--- src/rtl/tsc_pkg.sv ---
package tsc_pkg;
    localparam int REG_W     = 32;
    localparam int TS_W      = 40;
    localparam int LOW_W     = 32;
    localparam int HI_W      = TS_W - LOW_W;
    localparam int PAD_W     = REG_W - 1 - HI_W;

    typedef enum logic {
        BANK_LO = 1'b0,
        BANK_HI = 1'b1
    } bank_e;
endpackage

--- src/rtl/tsc_free_pick.sv ---
module tsc_free_pick #(
    parameter  int SLOTS = 4,
    localparam int IDX_W = $clog2(SLOTS)
) (
    input  logic [SLOTS-1:0] busy,
    output logic             found,
    output logic [IDX_W-1:0] idx
);
    // lowest-numbered free entry wins
    always_comb begin
        found = 1'b0;
        idx   = '0;
        for (int i = SLOTS - 1; i >= 0; i--) begin
            if (!busy[i]) begin
                found = 1'b1;
                idx   = IDX_W'(i);
            end
        end
    end
endmodule

--- src/rtl/tsc_addr_split.sv ---
module tsc_addr_split
    import tsc_pkg::*;
#(
    parameter int SLOT_W = 3
) (
    input  logic [SLOT_W:0]   addr,
    output bank_e             bank,
    output logic [SLOT_W-1:0] slot
);
    assign bank = bank_e'(addr[SLOT_W]);
    assign slot = addr[SLOT_W-1:0];
endmodule

--- src/rtl/ts_capture_mem.sv ---
module ts_capture_mem
    import tsc_pkg::*;
#(
    parameter  int NUM_PORTS = 2,
    parameter  int SLOTS     = 4,
    parameter  int TIMER_W   = 64,
    parameter  int CAP_LSB   = 24,
    localparam int IDX_W     = $clog2(SLOTS),
    localparam int NUM_SLOTS = NUM_PORTS * SLOTS,
    localparam int SLOT_W    = $clog2(NUM_SLOTS),
    localparam int ADDR_W    = SLOT_W + 1
) (
    input  logic                       clk,
    input  logic                       rst_n,
    input  logic [TIMER_W-1:0]         timer,
    input  logic [NUM_PORTS-1:0]       rx_cap,
    input  logic [NUM_PORTS-1:0]       tx_cap,
    input  logic [NUM_PORTS*IDX_W-1:0] tx_slot,
    input  logic                       reg_rd,
    input  logic                       reg_wr,
    input  logic [ADDR_W-1:0]          reg_addr,
    input  logic [REG_W-1:0]           reg_wdata,
    output logic [REG_W-1:0]           reg_rdata,
    output logic [NUM_PORTS-1:0]       ovf,
    output logic [NUM_PORTS-1:0]       ts_pending
);
    typedef struct packed {
        logic [NUM_SLOTS-1:0][LOW_W-1:0] lo;
        logic [NUM_SLOTS-1:0][HI_W-1:0]  hi;
        logic [NUM_SLOTS-1:0]            valid;
        logic [NUM_PORTS-1:0]            ovf;
        logic [REG_W-1:0]                rdata;
    } state_t;

    state_t st_d, st_q;

    logic [TS_W-1:0]            cap_word;
    bank_e                      acc_bank;
    logic [SLOT_W-1:0]          acc_slot;
    logic [NUM_PORTS-1:0]       rx_found;
    logic [NUM_PORTS*IDX_W-1:0] rx_idx;
    logic [NUM_SLOTS-1:0]       slot_valid;

    assign cap_word = timer[CAP_LSB +: TS_W];

    generate
        if (CAP_LSB > 0) begin : g_frac_drop
            logic unused_frac_bits;
            assign unused_frac_bits = ^timer[CAP_LSB-1:0];
        end
        if (CAP_LSB + TS_W < TIMER_W) begin : g_top_drop
            logic unused_top_bits;
            assign unused_top_bits = ^timer[TIMER_W-1:CAP_LSB+TS_W];
        end
    endgenerate

    tsc_addr_split #(.SLOT_W(SLOT_W)) u_addr (
        .addr (reg_addr),
        .bank (acc_bank),
        .slot (acc_slot)
    );

    generate
        for (genvar p = 0; p < NUM_PORTS; p++) begin : g_port
            logic [SLOTS-1:0] excl;
            logic [SLOTS-1:0] busy;

            // a same-cycle transmit request reserves its slot
            always_comb begin
                excl = '0;
                if (tx_cap[p]) excl[tx_slot[p*IDX_W +: IDX_W]] = 1'b1;
            end
            assign busy = st_q.valid[p*SLOTS +: SLOTS] | excl;

            tsc_free_pick #(.SLOTS(SLOTS)) u_pick (
                .busy  (busy),
                .found (rx_found[p]),
                .idx   (rx_idx[p*IDX_W +: IDX_W])
            );

            assign ts_pending[p] = |st_q.valid[p*SLOTS +: SLOTS];
        end
    endgenerate

    always_comb begin
        logic [NUM_SLOTS-1:0] cap_set;
        logic [SLOT_W-1:0]    tx_s;
        logic [SLOT_W-1:0]    rx_s;

        st_d     = st_q;
        st_d.ovf = '0;
        cap_set  = '0;
        tx_s     = '0;
        rx_s     = '0;

        for (int p = 0; p < NUM_PORTS; p++) begin
            tx_s = SLOT_W'(p * SLOTS) + SLOT_W'(tx_slot[p*IDX_W +: IDX_W]);
            rx_s = SLOT_W'(p * SLOTS) + SLOT_W'(rx_idx[p*IDX_W +: IDX_W]);
            if (tx_cap[p]) begin
                if (st_q.valid[tx_s]) st_d.ovf[p] = 1'b1;
                else                  cap_set[tx_s] = 1'b1;
            end
            if (rx_cap[p]) begin
                if (rx_found[p]) cap_set[rx_s] = 1'b1;
                else             st_d.ovf[p]   = 1'b1;
            end
        end

        // zero writes release; captures applied afterwards so they win
        if (reg_wr && (reg_wdata == '0)) begin
            if (acc_bank == BANK_HI) begin
                st_d.hi[acc_slot]    = '0;
                st_d.valid[acc_slot] = 1'b0;
            end else begin
                st_d.lo[acc_slot] = '0;
            end
        end

        for (int s = 0; s < NUM_SLOTS; s++) begin
            if (cap_set[s]) begin
                st_d.lo[s]    = cap_word[LOW_W-1:0];
                st_d.hi[s]    = cap_word[TS_W-1:LOW_W];
                st_d.valid[s] = 1'b1;
            end
        end

        if (reg_rd) begin
            if (acc_bank == BANK_HI)
                st_d.rdata = {st_q.valid[acc_slot], {PAD_W{1'b0}}, st_q.hi[acc_slot]};
            else
                st_d.rdata = st_q.lo[acc_slot];
        end
    end

    always_ff @(posedge clk) begin
        if (!rst_n) st_q <= '0;
        else        st_q <= st_d;
    end

    assign reg_rdata  = st_q.rdata;
    assign ovf        = st_q.ovf;
    assign slot_valid = st_q.valid;
endmodule

--- config.mk ---
export PLATFORM = sky130hd
export DESIGN_NAME = ts_capture_mem
export DESIGN_NICKNAME = d
export VERILOG_FILES = /design/src/rtl/tsc_pkg.sv /design/src/rtl/tsc_free_pick.sv /design/src/rtl/tsc_addr_split.sv /design/src/rtl/ts_capture_mem.sv
export SDC_FILE = /design/constraint.sdc
export NUM_CORES = 1
export LEC_CHECK = 0
export BUFFER_PORTS_ARGS = -buffer_cell sky130_fd_sc_hd__buf_4
export CAP_MARGIN = 25
export CORE_MARGIN = 3
export CORE_UTILIZATION = 35
export DETAILED_ROUTE_END_ITERATION = 16
export PLACE_DENSITY = 0.54
export SETUP_SLACK_MARGIN = 0.15
export SYNTH_ARGS = -nofsm -noshare
export SYNTH_HDL_FRONTEND = slang
export SYNTH_SLANG_ARGS = --single-unit
--- constraint.sdc ---
create_clock -name clk -period 2.3 [get_ports clk]
set_clock_uncertainty 0.2 [all_clocks]
set_input_delay 0.23 -clock clk [delete_from_list [all_inputs] [get_ports clk]]
set_output_delay 0.23 -clock clk [all_outputs]
set_load 0.005 [all_outputs]
# [After elaboration in Yosys (flattened, before gate mapping)]
# Index checks and enable logic that the tools add are counted.
[word_totals] latchBits=0 mem_bits_ro=0 mem_count=0 mem_bits_rw=0 out_inout_bits=36 reg_bits=362
[classes] n_eq_ne=8 n_bitwise=11 add_sub_neg=2 n_reduce_logical=43 magnitude_cmp=14 mux=90 shift=0 n_mul=0 div=0
[op_table] cell="32-bit 2-to-1 mux" count=11
[op_table] cell="328-bit 2-to-1 mux" count=1
[op_table] cell="256-bit bitwise AND" count=1
[op_table] cell="256-bit 2-to-1 mux" count=1
[op_table] cell="256-bit inverter" count=1
[op_table] cell="8-bit 2-to-1 mux" count=16
[op_table] cell="32-bit binary-select mux with 3-bit select" count=1
[op_table] cell="32-bit demux with 3-bit select" count=1
[op_table] cell="72-bit 2-to-1 mux" count=1
[op_table] cell="64-bit bitwise AND" count=1
[op_table] cell="64-bit inverter" count=1
[op_table] cell="1-bit 2-to-1 mux" count=34
[op_table] cell="32-bit zero test" count=1
[op_table] cell="2-bit AND reduction" count=16
[op_table] cell="2-bit nonzero test" count=16
[op_table] cell="8-bit binary-select mux with 3-bit select" count=1
[op_table] cell="8-bit demux with 3-bit select" count=1
[op_table] cell="2-bit 2-to-1 mux" count=8
[op_table] cell="4-bit 2-to-1 mux" count=4
[op_table] cell="2-bit by 1-bit != test with 1-bit output, second input constant" count=8
[op_table] cell="8-bit bitwise OR" count=2
[op_table] cell="3-bit by 4-bit less-than comparator with 1-bit output, second input constant" count=3
[op_table] cell="1-bit demux with 3-bit select" count=3
[op_table] cell="3-bit by 1-bit greater-or-equal comparator with 1-bit output, second input constant" count=3
[op_table] cell="13 further kinds" count=32

# [Depth between registers and ports, before layout]
[depth] word_depth=25 depth_mapped=9

# [Hierarchy]
# Synthesis repeated with hierarchy kept, for this count alone.
[hier_totals] hier_cells=1374 area_unflattened_um2=14269.9
[by_module_without_submodules] mod="ts_capture_mem" instances=1 area_each_um2=14182.4 seq_area_each_um2=7247.0 cells_per_inst=1360
[by_module_without_submodules] mod="tsc_free_pick" instances=2 area_each_um2=28.8 seq_area_each_um2=0.0 cells_per_inst=5
[by_module_without_submodules] mod="tsc_addr_split" instances=1 area_each_um2=30.0 seq_area_each_um2=0.0 cells_per_inst=4

# [Worst setup path before layout]
# Ideal clock, no wire load.
[synth_timing] path_kind="input to register" start="in reg_wdata[23]" end="reg st_q[259] (netlist bit)" t_required_ps=1983 stages=7 n_path_buf=2 slack_ps=222 arrival_time_ps=1760 path_cell_list="nor4_1 -> and4_1 -> buf_2 -> nand3_4 -> o41a_4 -> buf_6 -> a32o_1"
[synth_between] elab_chain_len=4
[synth_lines] item="start, declared" line_no="ts_capture_mem.sv:22" text="input logic [REG_W-1:0] reg_wdata,"
[synth_lines] item="32-bit zero test" line_no="ts_capture_mem.sv:110" text="if (reg_wr && (reg_wdata == '0)) begin"
[synth_lines] item="1-bit logical AND" line_no="ts_capture_mem.sv:110"
[synth_lines] item="2-bit nonzero test (no source line)"
[synth_lines] item="2-bit AND reduction (no source line)"
[synth_lines] item="end signal, assigned" line_no="ts_capture_mem.sv:137" text="else st_q <= st_d;"
[synth_lines] item="end, declared" line_no="ts_capture_mem.sv:35" text="state_t st_d, st_q;"
# No other way between the ends.
# A chain may end at the register's enable or synchronous reset.

# [Worst setup path after layout]
[layout_timing] start="reg st_q (netlist bit slot_valid[3])" end="reg st_q (netlist bit ovf[0])"
[layout_between] elab_chain_len=7 word_cells_on_any_way=11 classes_between="10 x mux; 1 x bitwise"
[layout_lines] item="4-bit bitwise OR" line_no="ts_capture_mem.sv:73" text="assign busy = st_q.valid[p*SLOTS +: SLOTS] | excl;"
[layout_lines] item="1-bit 2-to-1 mux (4 in a row)" line_no="tsc_free_pick.sv:14" text="if (!busy[i]) begin"
[layout_lines] item="1-bit 2-to-1 mux" line_no="ts_capture_mem.sv:104" text="if (rx_found[p]) cap_set[rx_s] = 1'b1;"
[layout_lines] item="1-bit 2-to-1 mux (*)" line_no="ts_capture_mem.sv:103" text="if (rx_cap[p]) begin"
# Every way passes the cells marked *; elsewhere a longest branch is shown, timed or not. The select of a mux whose other input is x is not followed.

==> results.tsv <==
metric	value	unit
maxSlewHeadroom	39.3	%
final_cell_mix	dfxtp_1 (356), buf_4 (235), nand2_1 (203), a2bb2o_1 (102), a21oi_1 (93)	
critPathRequiredTime	2.52	ns
syn_nets	1606	
cts_tree	built	
leakage	8.06	nW
p_int	0.0115	W
seqPwrFrac	44.0	%
place_ws	-0.120	ns
cts-htree-levels	2	
crit_path_max_incr_delay	0.54	ns
run_status	finished clean	
first_iter_violations	1212	
final-hold-violation-count	0	
synth_compound_area_share	26.6	%
final_common_cell	dfxtp_1	
via_count	13200	
die-height	216	um
crit_buf_inv	2	
grt_max_degree	46	
finalSetupViolCount	0	
switching_share	26.2	%
synth_top_family_by_area	compound AO/OA/AOI/OAI gates	
maxCapViolCount	0	
dieArea	46500	um2
pwr-share-clk	41.1	%
path_class	flip-flop to flip-flop	
ys_seq_area_share	47.1	%
clock_path_buffers	3	
rsz0062_at_grt	true	
cp-end-kind	flip-flop	
ys_types	70	
area_growth_syn_to_layout	27.5	%
hp-class	primary input to flip-flop	
yosys_register_bits	362	
synth-simple-area-share	9.44	%
clock_latency	0.54	ns
route.detailed.drc	0	
routed_wl	56.3	mm
cpMaxStageDelayCell	dlygate4sd3_1	
die_w	216	um
layout_setup_ws	0.162	ns
synth_fa_ha_area_share	0	%
rows	76	
crit_family	buffers and inverters	
p_switching	0.00407	W
numCtsBuffers	41	
timing.fmax	0.468	GHz
postSynth.asyncResetShare	0	%
tightest_slew	0.907	ns
path_max_fanout	6	
ir_drop	461	uV
p_comb_share	14.9	%
final.period_utilization	93.0	%
cp.arrival	2.36	ns
drive_gt1_share	25.8	%
core-area	43300	um2
avgRoutedWirePerCell	24.5	um
path_clk_slew	0.06	ns
stdcell_count	2295	
syn_area	15400	um2
grtUsageTotal	23.3	%
port-buffer-count	123	
yosysWarnings	0	
grt_pass1_wl	83.6	mm
gr-total-overflow	0	
cts_sinks	362	
hpwl	34.8	mm
routabilityCongestion	0.815	
synth_mux_area_share	11.0	%
via_per_inst	5.77	
dr.pass1.iters	5	
ant_nets	0	
cts_root_buffer	clkbuf_16	
synthCells	1494	
n_antenna_cell	0	
initial_core_util	35.6	%
drv_slew	0	
grt_pass1_vias	13200	
ys.flop_type	dfxtp_1	
nNetsFinal	1793	
crit_chain	buf_4 > mux4_2 > and2_4 > o21a_1 > dlygate4sd3_1	
power_density	794	nW/um2
post-place-cells	2167	
fin_crit	2.14	ns
antenna_found_initial	0	
total_power	0.0156	W
start_kind	flip-flop	
synth_edf_count	0	
io_pins	148	
syn_avg_cell_area	10.3	um2
synth_xor_area_share	0	%
## synthesized netlist by cell type, types with 3 or more instances
| master | instances | area share, % |
|---|---|---|
| a21oi_1 | 96 | 3.1 |
| o22ai_1 | 10 | 0.41 |
| o21a_1 | 3 | 0.15 |
| nor4_1 | 6 | 0.24 |
| nor3_1 | 7 | 0.23 |
| clkbuf_1 | 83 | 2.0 |
| nand4_1 | 6 | 0.24 |
| buf_1 | 3 | 0.073 |
| a22oi_1 | 23 | 1.1 |
| a211oi_1 | 5 | 0.24 |
| a2bb2o_1 | 102 | 6.6 |
| nand2_1 | 203 | 4.9 |
| o2bb2ai_1 | 72 | 4.1 |
| and2_1 | 8 | 0.33 |
| buf_4 | 43 | 2.1 |
| a32o_1 | 39 | 2.5 |
| nor2_1 | 34 | 0.83 |
| buf_2 | 38 | 1.2 |
| a22o_1 | 24 | 1.4 |
| mux2_2 | 42 | 3.1 |
| mux4_2 | 28 | 4.1 |
| o221ai_1 | 5 | 0.28 |
| o21ai_0 | 36 | 1.2 |
| nor2b_1 | 11 | 0.45 |
| nand2b_1 | 5 | 0.20 |
| a2bb2oi_1 | 3 | 0.17 |
| dfxtp_1 | 362 | 47 |
| nand3_1 | 26 | 0.85 |
| buf_6 | 3 | 0.22 |
| o211ai_1 | 8 | 0.39 |
| a221oi_1 | 25 | 1.4 |
| mux2i_1 | 59 | 3.8 |
| inv_1 | 7 | 0.17 |
| a221o_1 | 18 | 1.2 |
| and4_1 | 3 | 0.17 |
## path summary, 6_finish.rpt
kind,start,to,slack (ns),depth (start not counted)
setup / recovery,slot_valid[3]$_SDFFE_PN0P_,ovf[0]$_SDFF_PN0_,0.16,5
hold / removal,rx_cap[1],ovf[1]$_SDFF_PN0_,0.008,5
setup reg to reg,slot_valid[3]$_SDFFE_PN0P_,ovf[0]$_SDFF_PN0_,0.16,5
hold reg to reg,reg_rdata[27]$_SDFFE_PN0P_,reg_rdata[27]$_SDFFE_PN0P_,0.25,2
## tightest hold or removal path: stages
cell and delay [ns]:
buf_4 0.13, inv_1 0.11, a211oi_1 0.07, a21oi_1 0.11, nor2_1 0.05
## layer usage
metal | GRT usage (%) | share of wire, % | routed length, um
met2 | 38.3 | 46 | 26000
met3 | 4.18 | 7.0 | 3950
met1 | 31.5 | 45 | 25100
met4 | 6.65 | 2.3 | 1280
met5 | 0 | 0 | 0
## kinds of logic (layout without fill, tap and decap cells)
kind of cell,after synthesis,after routing
AO/OA/AOI/OAI,500,500
buffers and inverters,178,394
flip-flops,362,362
multiplexers,129,129
AND/OR/NAND/NOR,325,325
## state kept, by name, summed over array words and instances, names as in the netlist
| signal | cells |
|---|---|
| ovf | 2 |
| reg_rdata | 32 |
| st_q | 320 |
| slot_valid | 8 |
## repair_timing
| action | in CTS | in global routing |
|---|---|---|
| setup buffers | 2 | 6 |
| gates resized for setup | 8 | 18 |
| gates cloned | 0 | 2 |
| pin swaps | 3 | 5 |
| setup endpoints to repair | 42 | 140 |
| hold buffers | 47 | 0 |
| hold endpoints to repair | 250 | 0 |
## power groups by stage
stage	combinational (W)	sequential (W)	clock (W)
2_1_floorplan	0.00120	0.00691	0
3_3_place_gp	0.00214	0.00697	0
3_5_place_dp	0.00217	0.00698	0
4_1_cts	0.00225	0.00684	0.00653
5_1_grt	0.00245	0.00689	0.00679
6_report	0.00232	0.00685	0.00640
## cell type report
type	count	area, um2
inverters	8	30.0
multi-input cells	954	7420
well taps	585	732
fillers	4090	23600
clock inverters	7	38.8
repair buffers	314	2860
clock buffers	65	1290
flip-flops and latches	362	7260
## stage by stage
step / hold WS (ns) / setup TNS [ns] / util, % / cell area, um2
2_1_floorplan: 0.165 / 0 / - / 15400
3_3_place_gp: 0.237 / -7.52 / 40.7 / 17600
3_5_place_dp: 0.244 / -8.19 / 40.7 / 17600
4_1_cts: 0.00127 / 0 / 45.0 / 19500
5_1_grt: 0.0420 / 0 / 45.4 / 19600
6_report: 0.00821 / 0 / 45.4 / 19600
Power figures use the tool's default switching activity.
